**config.mk**
```make
export PLATFORM = sky130hd
export DESIGN_NAME = asram_ctrl
export DESIGN_NICKNAME = d
export VERILOG_FILES = /design/src/rtl/asram_pkg.sv /design/src/rtl/asram_timer.sv /design/src/rtl/asram_seq.sv /design/src/rtl/asram_dpath.sv /design/src/rtl/asram_ctrl.sv
export SDC_FILE = /design/constraint.sdc
export NUM_CORES = 1
export LEC_CHECK = 0
export BUFFER_PORTS_ARGS = -buffer_cell sky130_fd_sc_hd__buf_2
export CAP_MARGIN = 20
export CORE_MARGIN = 2
export CORE_UTILIZATION = 45
export DETAILED_ROUTE_END_ITERATION = 8
export PLACE_DENSITY = 0.83
export SYNTH_ARGS = -nofsm -noshare
export SYNTH_HDL_FRONTEND = slang
export SYNTH_SLANG_ARGS = --single-unit
export TNS_END_PERCENT = 5
```
**constraint.sdc**
```tcl
create_clock -name clk -period 5.2 [get_ports clk]
set_clock_uncertainty 0.2 [all_clocks]
set_input_delay 0.78 -clock clk [delete_from_list [all_inputs] [get_ports clk]]
set_output_delay 0.78 -clock clk [all_outputs]
set_load 0.03 [all_outputs]
```
**src/rtl/asram_pkg.sv**
```systemverilog
package asram_pkg;

  typedef enum logic [2:0] {
    S_PWR,
    S_IDLE,
    S_RD,
    S_RTA,
    S_WR,
    S_WH
  } seq_st_t;

  // ceiling division of a time limit by the clock period; zero stays zero
  function automatic int unsigned ns2cyc(input int unsigned ns, input int unsigned per);
    if (ns == 0) return 0;
    return (ns + per - 1) / per;
  endfunction

  function automatic int unsigned umax(input int unsigned a, input int unsigned b);
    return (a > b) ? a : b;
  endfunction

endpackage

```
**src/rtl/asram_timer.sv**
```systemverilog
module asram_timer #(
  parameter int CNT_W = 8,
  parameter int unsigned RST_VAL = 1
) (
  input  logic             clk,
  input  logic             rst_n,
  input  logic             load,
  input  logic [CNT_W-1:0] load_val,
  output logic             last
);

  logic [CNT_W-1:0] cnt_q, cnt_d;

  always_comb begin
    cnt_d = cnt_q;
    if (load)
      cnt_d = load_val;
    else if (cnt_q != '0)
      cnt_d = cnt_q - 1'b1;
  end

  always_ff @(posedge clk or negedge rst_n) begin
    if (!rst_n) cnt_q <= CNT_W'(RST_VAL);
    else        cnt_q <= cnt_d;
  end

  assign last = (cnt_q == CNT_W'(1));

endmodule

```
**src/rtl/asram_seq.sv**
```systemverilog
module asram_seq
  import asram_pkg::*;
#(
  parameter int CNT_W = 8,
  parameter int unsigned RD_CYC = 2,
  parameter int unsigned WR_CYC = 1,
  parameter int unsigned WH_CYC = 1,
  parameter int unsigned HZ_CYC = 1
) (
  input  logic             clk,
  input  logic             rst_n,
  input  logic             req_valid,
  input  logic             req_write,
  input  logic             tmr_last,
  output logic             tmr_load,
  output logic [CNT_W-1:0] tmr_val,
  output logic             accept,
  output logic             capture,
  output logic             ready,
  output logic             ce_n,
  output logic             oe_n,
  output logic             we_n,
  output logic             dq_oe
);

  seq_st_t st_q, st_d;
  logic ce_n_d, oe_n_d, we_n_d, dq_oe_d;

  assign ready   = (st_q == S_IDLE);
  assign accept  = ready && req_valid;
  assign capture = (st_q == S_RD) && tmr_last;

  always_comb begin
    st_d     = st_q;
    tmr_load = 1'b0;
    tmr_val  = '0;
    unique case (st_q)
      S_PWR:  if (tmr_last) st_d = S_IDLE;
      S_IDLE: if (req_valid) begin
        tmr_load = 1'b1;
        if (req_write) begin
          st_d    = S_WR;
          tmr_val = CNT_W'(WR_CYC);
        end else begin
          st_d    = S_RD;
          tmr_val = CNT_W'(RD_CYC);
        end
      end
      S_RD: if (tmr_last) begin
        st_d     = S_RTA;
        tmr_load = 1'b1;
        tmr_val  = CNT_W'(HZ_CYC);
      end
      S_RTA: if (tmr_last) st_d = S_IDLE;
      S_WR: if (tmr_last) begin
        st_d     = S_WH;
        tmr_load = 1'b1;
        tmr_val  = CNT_W'(WH_CYC);
      end
      S_WH: if (tmr_last) st_d = S_IDLE;
      default: st_d = S_IDLE;
    endcase
  end

  // strobes are registered from the next state so the pins never glitch
  always_comb begin
    ce_n_d  = !((st_d == S_RD) || (st_d == S_WR));
    oe_n_d  = (st_d != S_RD);
    we_n_d  = (st_d != S_WR);
    dq_oe_d = (st_d == S_WR) || (st_d == S_WH);
  end

  always_ff @(posedge clk or negedge rst_n) begin
    if (!rst_n) begin
      st_q  <= S_PWR;
      ce_n  <= 1'b1;
      oe_n  <= 1'b1;
      we_n  <= 1'b1;
      dq_oe <= 1'b0;
    end else begin
      st_q  <= st_d;
      ce_n  <= ce_n_d;
      oe_n  <= oe_n_d;
      we_n  <= we_n_d;
      dq_oe <= dq_oe_d;
    end
  end

endmodule

```
**src/rtl/asram_dpath.sv**
```systemverilog
module asram_dpath #(
  parameter int ADDR_W = 19,
  parameter int DATA_W = 8
) (
  input  logic              clk,
  input  logic              rst_n,
  input  logic              accept,
  input  logic              capture,
  input  logic [ADDR_W-1:0] req_addr,
  input  logic [DATA_W-1:0] req_wdata,
  input  logic [DATA_W-1:0] dq_in,
  output logic [ADDR_W-1:0] addr,
  output logic [DATA_W-1:0] dq_out,
  output logic [DATA_W-1:0] rdata,
  output logic              rvalid
);

  always_ff @(posedge clk or negedge rst_n) begin
    if (!rst_n) begin
      addr   <= '0;
      dq_out <= '0;
    end else if (accept) begin
      addr   <= req_addr;
      dq_out <= req_wdata;
    end
  end

  always_ff @(posedge clk or negedge rst_n) begin
    if (!rst_n)       rdata <= '0;
    else if (capture) rdata <= dq_in;
  end

  always_ff @(posedge clk or negedge rst_n) begin
    if (!rst_n) rvalid <= 1'b0;
    else        rvalid <= capture;
  end

endmodule

```
**src/rtl/asram_ctrl.sv**
```systemverilog
module asram_ctrl
  import asram_pkg::*;
#(
  parameter int ADDR_W = 19,
  parameter int DATA_W = 8,
  parameter int unsigned CLK_NS = 10,
  parameter int unsigned T_PU_NS = 1000,
  parameter int unsigned T_AA_NS = 12,
  parameter int unsigned T_RC_NS = 12,
  parameter int unsigned T_PWE_NS = 10,
  parameter int unsigned T_AW_NS = 10,
  parameter int unsigned T_SD_NS = 7,
  parameter int unsigned T_WC_NS = 12,
  parameter int unsigned T_HZOE_NS = 6
) (
  input  logic              clk,
  input  logic              rst_n,
  input  logic              req_valid,
  input  logic              req_write,
  input  logic [ADDR_W-1:0] req_addr,
  input  logic [DATA_W-1:0] req_wdata,
  output logic              req_ready,
  output logic              rd_valid,
  output logic [DATA_W-1:0] rd_data,
  output logic [ADDR_W-1:0] mem_addr,
  output logic              mem_ce_n,
  output logic              mem_oe_n,
  output logic              mem_we_n,
  output logic [DATA_W-1:0] mem_dq_out,
  output logic              mem_dq_oe,
  input  logic [DATA_W-1:0] mem_dq_in
);

  localparam int unsigned RD_CYC = umax(umax(ns2cyc(T_AA_NS, CLK_NS), ns2cyc(T_RC_NS, CLK_NS)), 1);
  localparam int unsigned WR_CYC = umax(umax(ns2cyc(T_PWE_NS, CLK_NS), ns2cyc(T_AW_NS, CLK_NS)),
                                        umax(ns2cyc(T_SD_NS, CLK_NS), 1));
  localparam int unsigned WC_CYC = ns2cyc(T_WC_NS, CLK_NS);
  localparam int unsigned WH_CYC = (WC_CYC > WR_CYC + 1) ? (WC_CYC - WR_CYC) : 1;
  localparam int unsigned HZ_CYC = umax(ns2cyc(T_HZOE_NS, CLK_NS), 1);
  localparam int unsigned PU_CYC = umax(ns2cyc(T_PU_NS, CLK_NS), 1);
  localparam int unsigned MAX_CYC = umax(umax(PU_CYC, RD_CYC), umax(umax(WR_CYC, WH_CYC), HZ_CYC));
  localparam int CNT_W = $clog2(MAX_CYC + 1);

  logic             tmr_load, tmr_last, accept, capture;
  logic [CNT_W-1:0] tmr_val;

  asram_timer #(.CNT_W(CNT_W), .RST_VAL(PU_CYC)) u_timer (
    .clk      (clk),
    .rst_n    (rst_n),
    .load     (tmr_load),
    .load_val (tmr_val),
    .last     (tmr_last)
  );

  asram_seq #(
    .CNT_W(CNT_W), .RD_CYC(RD_CYC), .WR_CYC(WR_CYC), .WH_CYC(WH_CYC), .HZ_CYC(HZ_CYC)
  ) u_seq (
    .clk       (clk),
    .rst_n     (rst_n),
    .req_valid (req_valid),
    .req_write (req_write),
    .tmr_last  (tmr_last),
    .tmr_load  (tmr_load),
    .tmr_val   (tmr_val),
    .accept    (accept),
    .capture   (capture),
    .ready     (req_ready),
    .ce_n      (mem_ce_n),
    .oe_n      (mem_oe_n),
    .we_n      (mem_we_n),
    .dq_oe     (mem_dq_oe)
  );

  asram_dpath #(.ADDR_W(ADDR_W), .DATA_W(DATA_W)) u_dpath (
    .clk       (clk),
    .rst_n     (rst_n),
    .accept    (accept),
    .capture   (capture),
    .req_addr  (req_addr),
    .req_wdata (req_wdata),
    .dq_in     (mem_dq_in),
    .addr      (mem_addr),
    .dq_out    (mem_dq_out),
    .rdata     (rd_data),
    .rvalid    (rd_valid)
  );

endmodule

```
* Yosys cells after proc, flatten, opt, wreduce, memory -nomap -nowiden
Index checks and enable logic that the tools add are counted.
** Storage, ports and cells
- Bits in registers :: 50
- Bits in latches :: 0
- RAM bits :: 0
- ROM bits :: 0
- Logic and storage cells :: 47
- Memories :: 0
** Operators by class
- $add $sub $neg :: 1
- Multipliers :: 0
- Div/mod/pow operators :: 0
- Magnitude comparators :: 0
- Eq/ne operators :: 11
- Shift operators :: 0
- Multiplexer cells :: 15
- Bitwise operators :: 0
- Reduce and logical (&&, ||, !) cells :: 10
** Operators with widths (number)
- 2-to-1 mux 7 bit :: 3
- 2-to-1 mux 3 bit :: 5
- case mux 7 bit (2 select lines) :: 1
- == test 3 bit, second input constant :: 4
- case mux 3 bit (4 select lines) :: 1
- == test 3 x 2 -> 1 bit, second input constant :: 3
- == test 7 x 1 -> 1 bit, second input constant :: 1
- nonzero test 7 bit :: 1
- subtractor 7 x 1 -> 7 bit, second input constant :: 1
- == test 3 x 1 -> 1 bit, second input constant :: 1
- logical NOT 3 bit :: 1
- 2-to-1 mux 1 bit :: 3
- inequality test 3 x 2 -> 1 bit, second input constant :: 1
- inequality test 3 bit, second input constant :: 1
- OR reduction 3 bit :: 1
- logical AND 1 bit :: 2
- logical OR 1 bit :: 2
- 2-to-1 mux 2 bit :: 1
- case mux 1 bit (2 select lines) :: 1
- nonzero test 2 bit :: 1
- OR reduction 2 bit :: 1
- logical NOT 1 bit :: 1

* Longest topological paths before layout
Gate-level depths: netlist of run 1.
- Depth in word-level cells :: 6
- Depth in mapped cells :: 6
- Gate-level depth less buffers :: 6

* Hierarchy
Synthesis of run 1 repeated with hierarchy kept, for this count alone.
** Second synthesis, totals
- Cell total of the unflattened synthesis :: 168
- Area total of the unflattened synthesis :: 2336.0 µm²
** Modules (own cells, without submodules)
- asram_dpath :: times used 1, cells each 75, area each 1426.4 µm²
- asram_timer :: times used 1, cells each 51, area each 457.9 µm²
- asram_seq :: times used 1, cells each 42, area each 451.7 µm²

* Worst setup path after synthesis of run 1
OpenSTA, ideal clock, no wires.
- Path kind :: reg-to-output
- Start point :: register u_seq.st_q[1]
- End point :: output port req_ready
- Arrival :: 1292 ps
- Required time :: 4220 ps
- Setup slack :: 2928 ps
- Cell stages (with the launch flop) :: 3
- Path buffers :: 1
- Cells stage by stage :: dfrtp_1 -> clkbuf_1 -> nor3b_1
** Between the ends
- Cells in the longest elaborated chain, start to end :: 1
** RTL lines
- from (decl) :: RTL line asram_seq.sv:26 : seq_st_t st_q, st_d;
- from (signal assigned) :: RTL line asram_seq.sv:81 : st_q <= st_d;
- == test 3 x 1 -> 1 bit :: RTL line asram_seq.sv:29 : assign ready = (st_q == S_IDLE);
- to (decl) :: RTL line asram_ctrl.sv:22 : output logic req_ready,
Every way passes these cells.

* Worst setup path after layout of run 1
- Start point :: register u_seq.st_q[2]
- End point :: output port req_ready
The elaborated chain is that of the path after synthesis.

==> results.py, run 1 <==
metrics = {
    "outcome": {
        "outcome": "complete, no violations",
    },
    "synthesis": {
        "synth_seq_area_share": 0.594,
        "netlist_instances": 155,
        "yosysWarnings": 0,
        "ys_ff_latch": 50,
        "synth_cell_types": 41,
        "synth_nets": 197,
        "synth_area_sq_um": 2120,
        "syn_avg_cell_area_sq_um": 13.7,
    },
    "timing": {
        "layout_setup_ws_ns": 2.92,
        "slew_violations": 0,
        "rsz0062_at_grt": "false",
        "slew_headroom": 0.473,
        "setup_tns_ns": 0,
        "timing.fmax_mhz": 439,
        "final.period_utilization": 0.439,
        "period_minus_slack_ns": 2.28,
        "hold_viol_final": 0,
        "worst_slew_pin_slew_ns": 0.790,
        "holdWs_ns": 0.122,
        "setup_viol": 0,
    },
    "detailed_routing": {
        "drc": 0,
        "dr.pass1.iters": 4,
        "wl_per_cell_um": 13.7,
        "vias": 1481,
        "wl_mm": 3.97,
        "via_per_inst": 5.12,
        "first_iter_violations": 85,
        "ant_nets": 0,
    },
    "clock_tree": {
        "cts.sinks": 50,
        "htreeDepth": 2,
        "ctsHoldBuffers": 0,
        "path_clk_slew_ns": 0.09,
        "clk-insertion-delay-late_ns": 0.30,
        "cts_resized": 0,
        "cts_root_buffer": "clkbuf_8",
        "cts_tree": "built",
        "postCtsSetupRepairBufs": 0,
        "cts_buffer_depth": 2,
        "numCtsBuffers": 5,
    },
    "setup_path": {
        "cp-end-kind": "output port",
        "cp_top_family": "flip-flops",
        "max_stage_delay_ns": 0.53,
        "crit_slowest_cell": "dfrtp_1",
        "reg2reg_setup_slack_ns": 3.04,
        "crit_chain": "nor3b_1, buf_2",
        "r2r_cells": 2,
        "worstPathRequired_ns": 4.22,
        "path_depth": 2,
        "crit_buf_inv": 1,
        "worst-path-max-fanout": 13,
        "critical_path_class": "flop to output port",
        "critPathLaunchType": "flop",
        "arrival_ns": 1.30,
    },
    "global_route": {
        "use_met1": 0.224,
        "grt_max_degree": 51,
        "antenna_found_initial": 0,
        "grt_pass1_wl_mm": 6.76,
        "first_global_vias": 1487,
        "grt.busiest_layer": "met2",
        "grt_util_all_layers": 0.164,
        "grtUsageMet3": 0.0622,
        "gr-usage-met2": 0.249,
        "gr-total-overflow": 0,
    },
    "placement": {
        "gp_congestion": 0.830,
        "port_buffers": 79,
        "place_ws_ns": 2.78,
        "placed_area_sq_um": 2540,
        "dp_hpwl_mm": 2.84,
    },
    "power_and_ir_drop": {
        "peakVddDrop_v": 0.000360,
        "power_density_nw_per_um2": 655,
        "pwr-share-clk": 0.134,
        "comb_power_share": 0.466,
        "netSwitchingFraction": 0.431,
        "p_sw_uw": 750,
        "p_seq_frac": 0.399,
        "p_leak_uw": 0.00132,
        "intPower_uw": 991,
    },
    "finish": {
        "fillers": 365,
        "drive_above_1_share": 0.570,
        "num_antenna_cells": 0,
        "nets": 278,
        "syn_to_final_growth_pct": 25.4,
        "final_area_sq_um": 2660,
        "layout_commonest_cell": "buf_2",
        "multi_input_area_sq_um": 810,
        "regArea_sq_um": 1260,
        "final_cell_mix": "79 x buf_2, 44 x dfrtp_1, 34 x mux2_2",
        "fin_util": 0.598,
    },
    "die": {
        "ios": 80,
        "die_h_um": 72.6,
        "num_rows": 24,
        "start_util": 0.477,
        "core_sq_um": 4440,
        "fp.dieArea_sq_um": 5280,
        "chipWidth_um": 72.6,
    },
    "run": {
        "max_cap_violations": 0,
    },
    "min_path": {
        "min_path_type": "primary input to asynchronous set/reset pin",
    },
}
[power by group through the flow]
stage	registers (uW)	logic, uW	clock network, uW
after floorplan	980	307	0
after global placement	695	797	0
after detailed placement	699	819	0
after CTS	696	819	242
after global routing	723	871	260
final	695	812	234
[registers in the layout, indices dropped and copies added (netlist names)]
signal          flops
u_seq.st_q          3
u_seq.oe_n          1
u_seq.ce_n          1
u_dpath.addr       19
u_dpath.rdata       8
u_seq.dq_oe         1
u_dpath.dq_out      8
u_dpath.rvalid      1
u_seq.we_n          1
u_timer.cnt_q       7
[worst register-to-register path, cell delays in order, from the launching register on]
cell	delay, ns
dfrtp_1	0.53
and4bb_2	0.89
mux2_2	0.44
[cells in the mapped netlist]
master	instances	area [sq um]
nor3b_1	1	7.51
a211o_1	1	8.76
o21ai_0	1	5.00
dfstp_2	6	158
and2_1	2	12.5
xnor2_1	3	26.3
nand2_1	6	22.5
nand2b_1	1	6.26
a31oi_1	2	12.5
nor3_2	1	10.0
clkbuf_8	1	13.8
a2111oi_0	1	8.76
a21oi_1	7	35.0
and3b_1	1	8.76
nor4bb_1	1	10.0
and4bb_2	1	12.5
nand4b_2	1	15.0
dfrtp_1	44	1100
xor2_1	1	8.76
mux2_2	34	383
buf_2	3	15.0
nor3_4	1	16.3
o22ai_1	1	6.26
nand4_1	1	6.26
or3_4	1	11.3
nor2_1	8	30.0
a2bb2oi_1	2	17.5
o21bai_1	1	7.51
or2b_2	1	8.76
inv_1	4	15.0
and3_1	1	6.26
a211oi_1	1	7.51
nand4b_1	1	8.76
mux2_1	1	11.3
a21boi_0	1	7.51
a21o_1	1	7.51
clkbuf_1	2	7.51
or2_2	1	6.26
ha_1	3	37.5
nand3_1	2	10.0
nor3_1	2	10.0
[final cells by class]
type,count,area share
flip-flops and latches,50,0.473
clock inverters,2,0.00471
inverters,4,0.00565
clock buffers,6,0.0311
repair buffers,80,0.156
well taps,52,0.0245
multi-input cells,95,0.304
[stage by stage]
step           power (uW)  instances
5_1_grt              1850        289
2_1_floorplan        1290        155
3_5_place_dp         1520        280
6_report             1740        289
4_1_cts              1760        288
3_3_place_gp         1490        280
[kinds of logic (layout without fill, tap and decap cells)]
family,Yosys count,after routing,share of synthesized area
AOI/OAI and AO/OA,19,19,0.0584
and+or+nand+nor,34,34,0.103
muxes,35,35,0.186
buffers and inverters,10,92,0.0242
xor gates and xnor gates,4,4,0.0165
adders and majority gates,3,3,0.0177
DFF,50,50,0.594
[per-layer routing]
metal / vias up / part of all wire
li1: 709 / -
met1: 716 / 0.44
met2: 53 / 0.47
met3: 3 / 0.081
met4: 0 / 0.0073
met5: - / 0
[worst paths after layout]
check                                 start               end
setup reg to reg              u_seq.st_q[2]  u_dpath.addr[10]
setup / recovery              u_seq.st_q[2]         req_ready
hold / removal                        rst_n  u_dpath.rdata[3]
hold reg to reg            u_dpath.addr[16]  u_dpath.addr[16]
max in group asynchronous             rst_n  u_timer.cnt_q[5]
min in group clk           u_dpath.addr[16]  u_dpath.addr[16]
Power figures use the tool's default switching activity.
==> run 2, diff against run 1 <==
- clock period: 5.2 -> 2.17 ns (I/O delays scaled with it)
==> run 2 against run 1 <==
  * Core utilization up 1.9 points
  * Non-clock buffer count up 3
  * Sequential share of layout area down 1.5 points
  * Hold slack worse by 0.069 ns
  * Critical endpoint is now u_timer.cnt_q[4]
  * Worst setup slack worse by 2.8 ns
  * Die area unchanged
  * Sequential power up 140%
  * Flip-flop and latch count unchanged
  * Combinational power up 150%
  * Power up 150%
  * Clock-buffer cell count up 1
==> results.py, run 2 (synthesized netlist as in run 1, its figures left out) <==
metrics = {
    "finish": {
        "syn_to_final_growth_pct": 29.5,
        "drive_above_1_share": 0.575,
        "finalNonFillerCells": 292,
        "largest_reg_flops": 19,
        "reg_top3": "u_dpath.addr: 19 flops, u_dpath.dq_out: 8 flops, u_dpath.rdata: 8 flops",
        "num_antenna_cells": 0,
        "final_cell_mix": "79 x buf_2, 44 x dfrtp_1, 34 x mux2_2",
        "layout_commonest_cell": "buf_2",
        "top_register": "u_dpath.addr",
        "nets": 281,
    },
    "clock_tree": {
        "cts.sinks": 50,
        "numCtsBuffers": 5,
        "clk-insertion-delay-late_ns": 0.29,
        "cts_root_buffer": "clkbuf_8",
        "cts_buffer_depth": 2,
        "htreeDepth": 2,
        "path_clk_slew_ns": 0.08,
        "cts_tree": "built",
    },
    "global_route": {
        "grt_max_degree": 32,
        "first_global_vias": 1529,
        "gr-total-overflow": 0,
        "antenna_found_initial": 0,
        "grt_util_all_layers": 0.168,
        "grt_pass1_wl_mm": 6.87,
    },
    "min_path": {
        "min_path_type": "primary input to flop",
        "hold_start": "req_addr[16]",
        "holdPathEnd": "u_dpath.addr[16]",
        "whs_path_depth": 2,
    },
    "timing": {
        "hold_viol_final": 0,
        "timing.fmax_mhz": 482,
        "slew_headroom": 0.623,
        "slew_violations": 0,
        "period_minus_slack_ns": 2.07,
        "worst_slew_pin_slew_ns": 0.565,
        "holdWs_ns": 0.0530,
        "setup_viol": 0,
        "final.period_utilization": 0.956,
    },
    "setup_path": {
        "critPathLaunchType": "flop",
        "r2r_cells": 6,
        "worst-path-max-fanout": 5,
        "reg2reg_setup_slack_ns": 0.1,
        "cp-end-kind": "flop",
        "worstReg2RegEnd": "u_timer.cnt_q[4]",
        "r2r-start": "u_timer.cnt_q[1]",
        "worstPathRequired_ns": 2.14,
        "critical_path_class": "flop to flop",
        "arrival_ns": 2.04,
    },
    "die": {
        "core_sq_um": 4440,
        "chipWidth_um": 72.6,
        "start_util": 0.477,
        "fp.dieArea_sq_um": 5280,
        "ios": 80,
        "die_h_um": 72.6,
        "num_rows": 24,
    },
    "detailed_routing": {
        "drc": 0,
        "wl_per_cell_um": 14.6,
        "ant_nets": 0,
        "wl_mm": 4.27,
        "first_iter_violations": 78,
        "dr.pass1.iters": 4,
        "via_per_inst": 5.21,
        "vias": 1521,
    },
    "placement": {
        "dp_hpwl_mm": 3.13,
        "port_buffers": 79,
        "place_inst": 282,
        "gp_congestion": 0.806,
    },
    "power_and_ir_drop": {
        "peakVddDrop_v": 0.000773,
        "p_leak_uw": 0.00135,
        "power_density_nw_per_um2": 1580,
    },
    "outcome": {
        "outcome": "complete, no violations",
    },
    "run": {
        "max_cap_violations": 0,
    },
}
## run 2: metrics by stage
stage / setup TNS [ns] / power, uW / utilization / cell area, sq um / worst slack (ns)
after global routing: -0.00307 / 4580 / 0.618 / 2750 / -0.00307
after floorplan: 0 / 3080 / - / 2120 / 0.285
after global placement: 0 / 3590 / 0.581 / 2580 / 0.142
after detailed placement: 0 / 3660 / 0.581 / 2580 / 0.0457
final: 0 / 4330 / 0.618 / 2750 / 0.0954
after CTS: 0 / 4350 / 0.611 / 2720 / 0.0130
## run 2: final cells by class
class | count | area [sq um]
inverter | 4 | 15.0
fill | 339 | 1700
clock buffer | 7 | 86.3
tap | 52 | 65.1
sequential | 50 | 1260
clock inverter | 1 | 30.0
multi-input combinational | 95 | 825
timing repair buffer | 83 | 465
## run 2: timing repair
item,CTS,global route
hold buffers,1,0
endpoints found under the hold margin,22,0
pin swaps,0,1
setup endpoints to repair,2,8
resized for setup,1,2
buffers inserted,0,1
## run 2: worst max-delay path by stage
stage	endpoint	from	depth (start not counted)	slack [ns]
2_1_floorplan	u_dpath.rdata[0]	u_timer.cnt_q[4]	4	0.28
3_3_place_gp	u_dpath.rdata[2]	u_timer.cnt_q[4]	4	0.14
3_5_place_dp	u_dpath.rdata[3]	u_timer.cnt_q[3]	4	0.05
4_1_cts	u_dpath.rdata[3]	u_timer.cnt_q[3]	4	0.01
5_1_grt	u_timer.cnt_q[4]	u_timer.cnt_q[1]	6	-0.003
6_report	u_timer.cnt_q[4]	u_timer.cnt_q[1]	6	0.1
## run 2: report_power, final
part | switching (uW) | leakage [uW] | total, uW | internal (uW)
clock | 285 | 0.0000585 | 661 | 376
sequential | 282 | 0.000621 | 1680 | 1400
combinational | 1250 | 0.000673 | 1990 | 736
total | 1820 | 0.00135 | 4330 | 2510
## run 2: routing by layer
metal / share of wire / vias up / GRT usage / wire (um)
met5: 0 / - / 0 / 0
met4: 0.014 / 0 / 0.0700 / 61
met3: 0.067 / 8 / 0.0497 / 288
met2: 0.49 / 55 / 0.260 / 2120
met1: 0.42 / 742 / 0.223 / 1810
li1: - / 716 / - / -
## run 2: worst max-delay path, cell delays in order (launching register included)
cell      delay (ns)
dfrtp_1         0.40
inv_1           0.10
ha_1            0.23
nor4bb_1        0.47
a31oi_1         0.18
o22ai_2         0.28
a21oi_1         0.08
==> run 3, diff against run 2 <==
- CELL_PAD_IN_SITES_DETAIL_PLACEMENT: default -> 0
- CELL_PAD_IN_SITES_GLOBAL_PLACEMENT: default -> 1
- CORE_ASPECT_RATIO: default -> 1.5
- CORE_UTILIZATION: 45 -> 38
- PLACE_DENSITY: 0.83 -> 0.88
==> run 3 against run 2 <==
  * Cell area is 0.55% higher
  * Via count down 0.46%
  * Core utilization shrank 11 points
  * Hold slack worse by 0.015 ns
  * Register-to-register slack improved by 0.04 ns
  * Wire length decreased by 0.42%
  * Sequential power about the same
  * First-iteration DRC count is 71% lower
  * Critical path type unchanged
  * Largest power group unchanged
  * Combinational power about the same
==> results.py, run 3 (synthesized netlist as in run 1, its figures left out) <==
metrics = {
    "timing": {
        "slew_violations": 0,
        "layout_setup_ws_ns": 0.139,
        "slew_headroom": 0.597,
        "hold_viol_final": 0,
        "setup_viol": 0,
        "final.period_utilization": 0.936,
        "worst_slew_pin_slew_ns": 0.605,
        "rsz0062_at_grt": "false",
        "period_minus_slack_ns": 2.03,
        "timing.fmax_mhz": 492,
        "setup_tns_ns": 0,
    },
    "setup_path": {
        "worstPathRequired_ns": 2.16,
        "max_stage_delay_ns": 0.45,
        "critical_path_class": "flop to flop",
        "critPathLaunchType": "flop",
        "worst-path-max-fanout": 8,
        "crit_top_cell": "nor3_4",
        "crit_chain": "nor3_4, nand4b_2, nor3_4, mux2_2",
        "arrival_ns": 2.03,
        "reg2reg_setup_slack_ns": 0.14,
        "r2r-start": "u_timer.cnt_q[4]",
        "r2r_cells": 4,
        "worstReg2RegEnd": "u_dpath.rdata[7]",
        "crit_start": "u_timer.cnt_q[4]",
        "cp-end-kind": "flop",
        "crit_slowest_cell": "dfrtp_1",
    },
    "clock_tree": {
        "htreeDepth": 2,
        "postCtsSetupRepairBufs": 0,
        "cts_tree": "built",
        "path_clk_slew_ns": 0.09,
        "numCtsBuffers": 5,
        "cts_root_buffer": "clkbuf_8",
        "cts_buffer_depth": 2,
        "clk-insertion-delay-late_ns": 0.31,
        "cts.sinks": 50,
    },
    "die": {
        "chipWidth_um": 65.0,
        "ios": 80,
        "start_util": 0.392,
        "fp.dieArea_sq_um": 6200,
        "num_rows": 33,
        "die_h_um": 95.5,
        "core_sq_um": 5410,
    },
    "placement": {
        "gp_congestion": 0.815,
        "port_buffers": 79,
        "place_ws_ns": 0.0982,
        "dp_hpwl_mm": 3.25,
        "placed_area_sq_um": 2620,
    },
    "finish": {
        "regArea_sq_um": 1260,
        "final_area_sq_um": 2760,
        "final_cell_mix": "79 x buf_2, 44 x dfrtp_1, 34 x mux2_2",
        "num_antenna_cells": 0,
        "nets": 283,
        "syn_to_final_growth_pct": 30.2,
        "drive_above_1_share": 0.579,
        "largest_reg_flops": 19,
        "multi_input_area_sq_um": 822,
        "fillers": 491,
        "reg_top3": "u_dpath.addr: 19 flops, u_dpath.dq_out: 8 flops, u_dpath.rdata: 8 flops",
        "layout_commonest_cell": "buf_2",
        "top_register": "u_dpath.addr",
    },
    "detailed_routing": {
        "wl_mm": 4.26,
        "wl_per_cell_um": 13.6,
        "ant_nets": 0,
        "via_per_inst": 4.85,
        "dr.pass1.iters": 2,
        "first_iter_violations": 23,
        "vias": 1514,
        "drc": 0,
    },
    "run": {
        "max_cap_violations": 0,
    },
    "min_path": {
        "holdPathEnd": "u_dpath.addr[0]",
        "whs_path_depth": 2,
        "min_path_type": "primary input to flop",
        "hold_start": "req_addr[0]",
    },
    "outcome": {
        "outcome": "complete, no violations",
    },
    "power_and_ir_drop": {
        "netSwitchingFraction": 0.419,
        "peakVddDrop_v": 0.000780,
        "p_sw_uw": 1820,
        "power_density_nw_per_um2": 1580,
        "comb_power_share": 0.458,
        "p_leak_uw": 0.00136,
        "p_seq_frac": 0.383,
        "pwr-share-clk": 0.159,
        "intPower_uw": 2530,
    },
    "global_route": {
        "grt_util_all_layers": 0.144,
        "grt_max_degree": 27,
        "antenna_found_initial": 0,
        "first_global_vias": 1495,
        "gr-total-overflow": 0,
        "grt_pass1_wl_mm": 6.75,
    },
}
-- run 3: cell count changes in the layout (fill, tap and decap cells not counted) --
cell      previous run  this run
nor2_2               1         0
buf_12               3         1
buf_4                0         4
inv_6                0         1
nor2_1               7         8
clkbuf_1             1         0
-- run 3: timing repair --
action | 4_1_cts | 5_1_grt
gates resized for setup | 0 | 2
hold buffers | 1 | 0
hold endpoints to repair | 21 | 0
endpoints found under the setup margin | 0 | 13
-- run 3: power by group through the flow --
stage / Clock [uW] / Sequential [uW] / Combinational (uW)
5_1_grt: 757 / 1730 / 2140
3_3_place_gp: 0 / 1660 / 1980
2_1_floorplan: 0 / 2350 / 735
6_report: 690 / 1670 / 1990
3_5_place_dp: 0 / 1680 / 2000
4_1_cts: 711 / 1660 / 2010
-- run 3: area by class of cell --
type | count | area share
multi-input combinational | 95 | 0.298
clock buffer | 6 | 0.0299
sequential | 50 | 0.456
timing repair buffer | 85 | 0.165
inverter | 4 | 0.00544
tap | 70 | 0.0317
clock inverter | 2 | 0.0141
-- run 3: how the worst max path moves through the flow --
| stage | end | slack, ns | depth (start not counted) |
|---|---|---|---|
| 2_1_floorplan | u_dpath.rdata[0] | 0.28 | 4 |
| 3_3_place_gp | u_dpath.rdata[0] | 0.14 | 4 |
| 3_5_place_dp | u_dpath.rdata[7] | 0.1 | 4 |
| 4_1_cts | u_dpath.rdata[7] | 0.07 | 4 |
| 5_1_grt | u_timer.cnt_q[3] | 0.02 | 6 |
| 6_report | u_dpath.rdata[7] | 0.14 | 4 |
-- run 3: critical path, delay by kind of cell (launching register included) --
kind	cells	cell delay [ns]
AND/OR/NAND/NOR	3	0.89
flip-flops	1	0.45
multiplexers	1	0.38
-- run 3: per-stage QoR --
step	hold WS, ns	power [uW]	cells	utilization
5_1_grt	0.0280	4630	312	0.510
2_1_floorplan	-0.170	3080	155	-
3_3_place_gp	0.168	3640	303	0.484
6_report	0.0380	4350	312	0.510
3_5_place_dp	0.165	3680	303	0.484
4_1_cts	0.0328	4380	312	0.508
-- run 3: per-layer routing --
| metal | wire (um) | up-vias | GRT usage | share of wire |
|---|---|---|---|---|
| met4 | 111 | 0 | 0.0780 | 0.026 |
| met3 | 240 | 9 | 0.0342 | 0.056 |
| met5 | 0 | - | 0 | 0 |
| met2 | 2270 | 42 | 0.248 | 0.53 |
| li1 | - | 715 | - | - |
| met1 | 1630 | 748 | 0.163 | 0.38 |
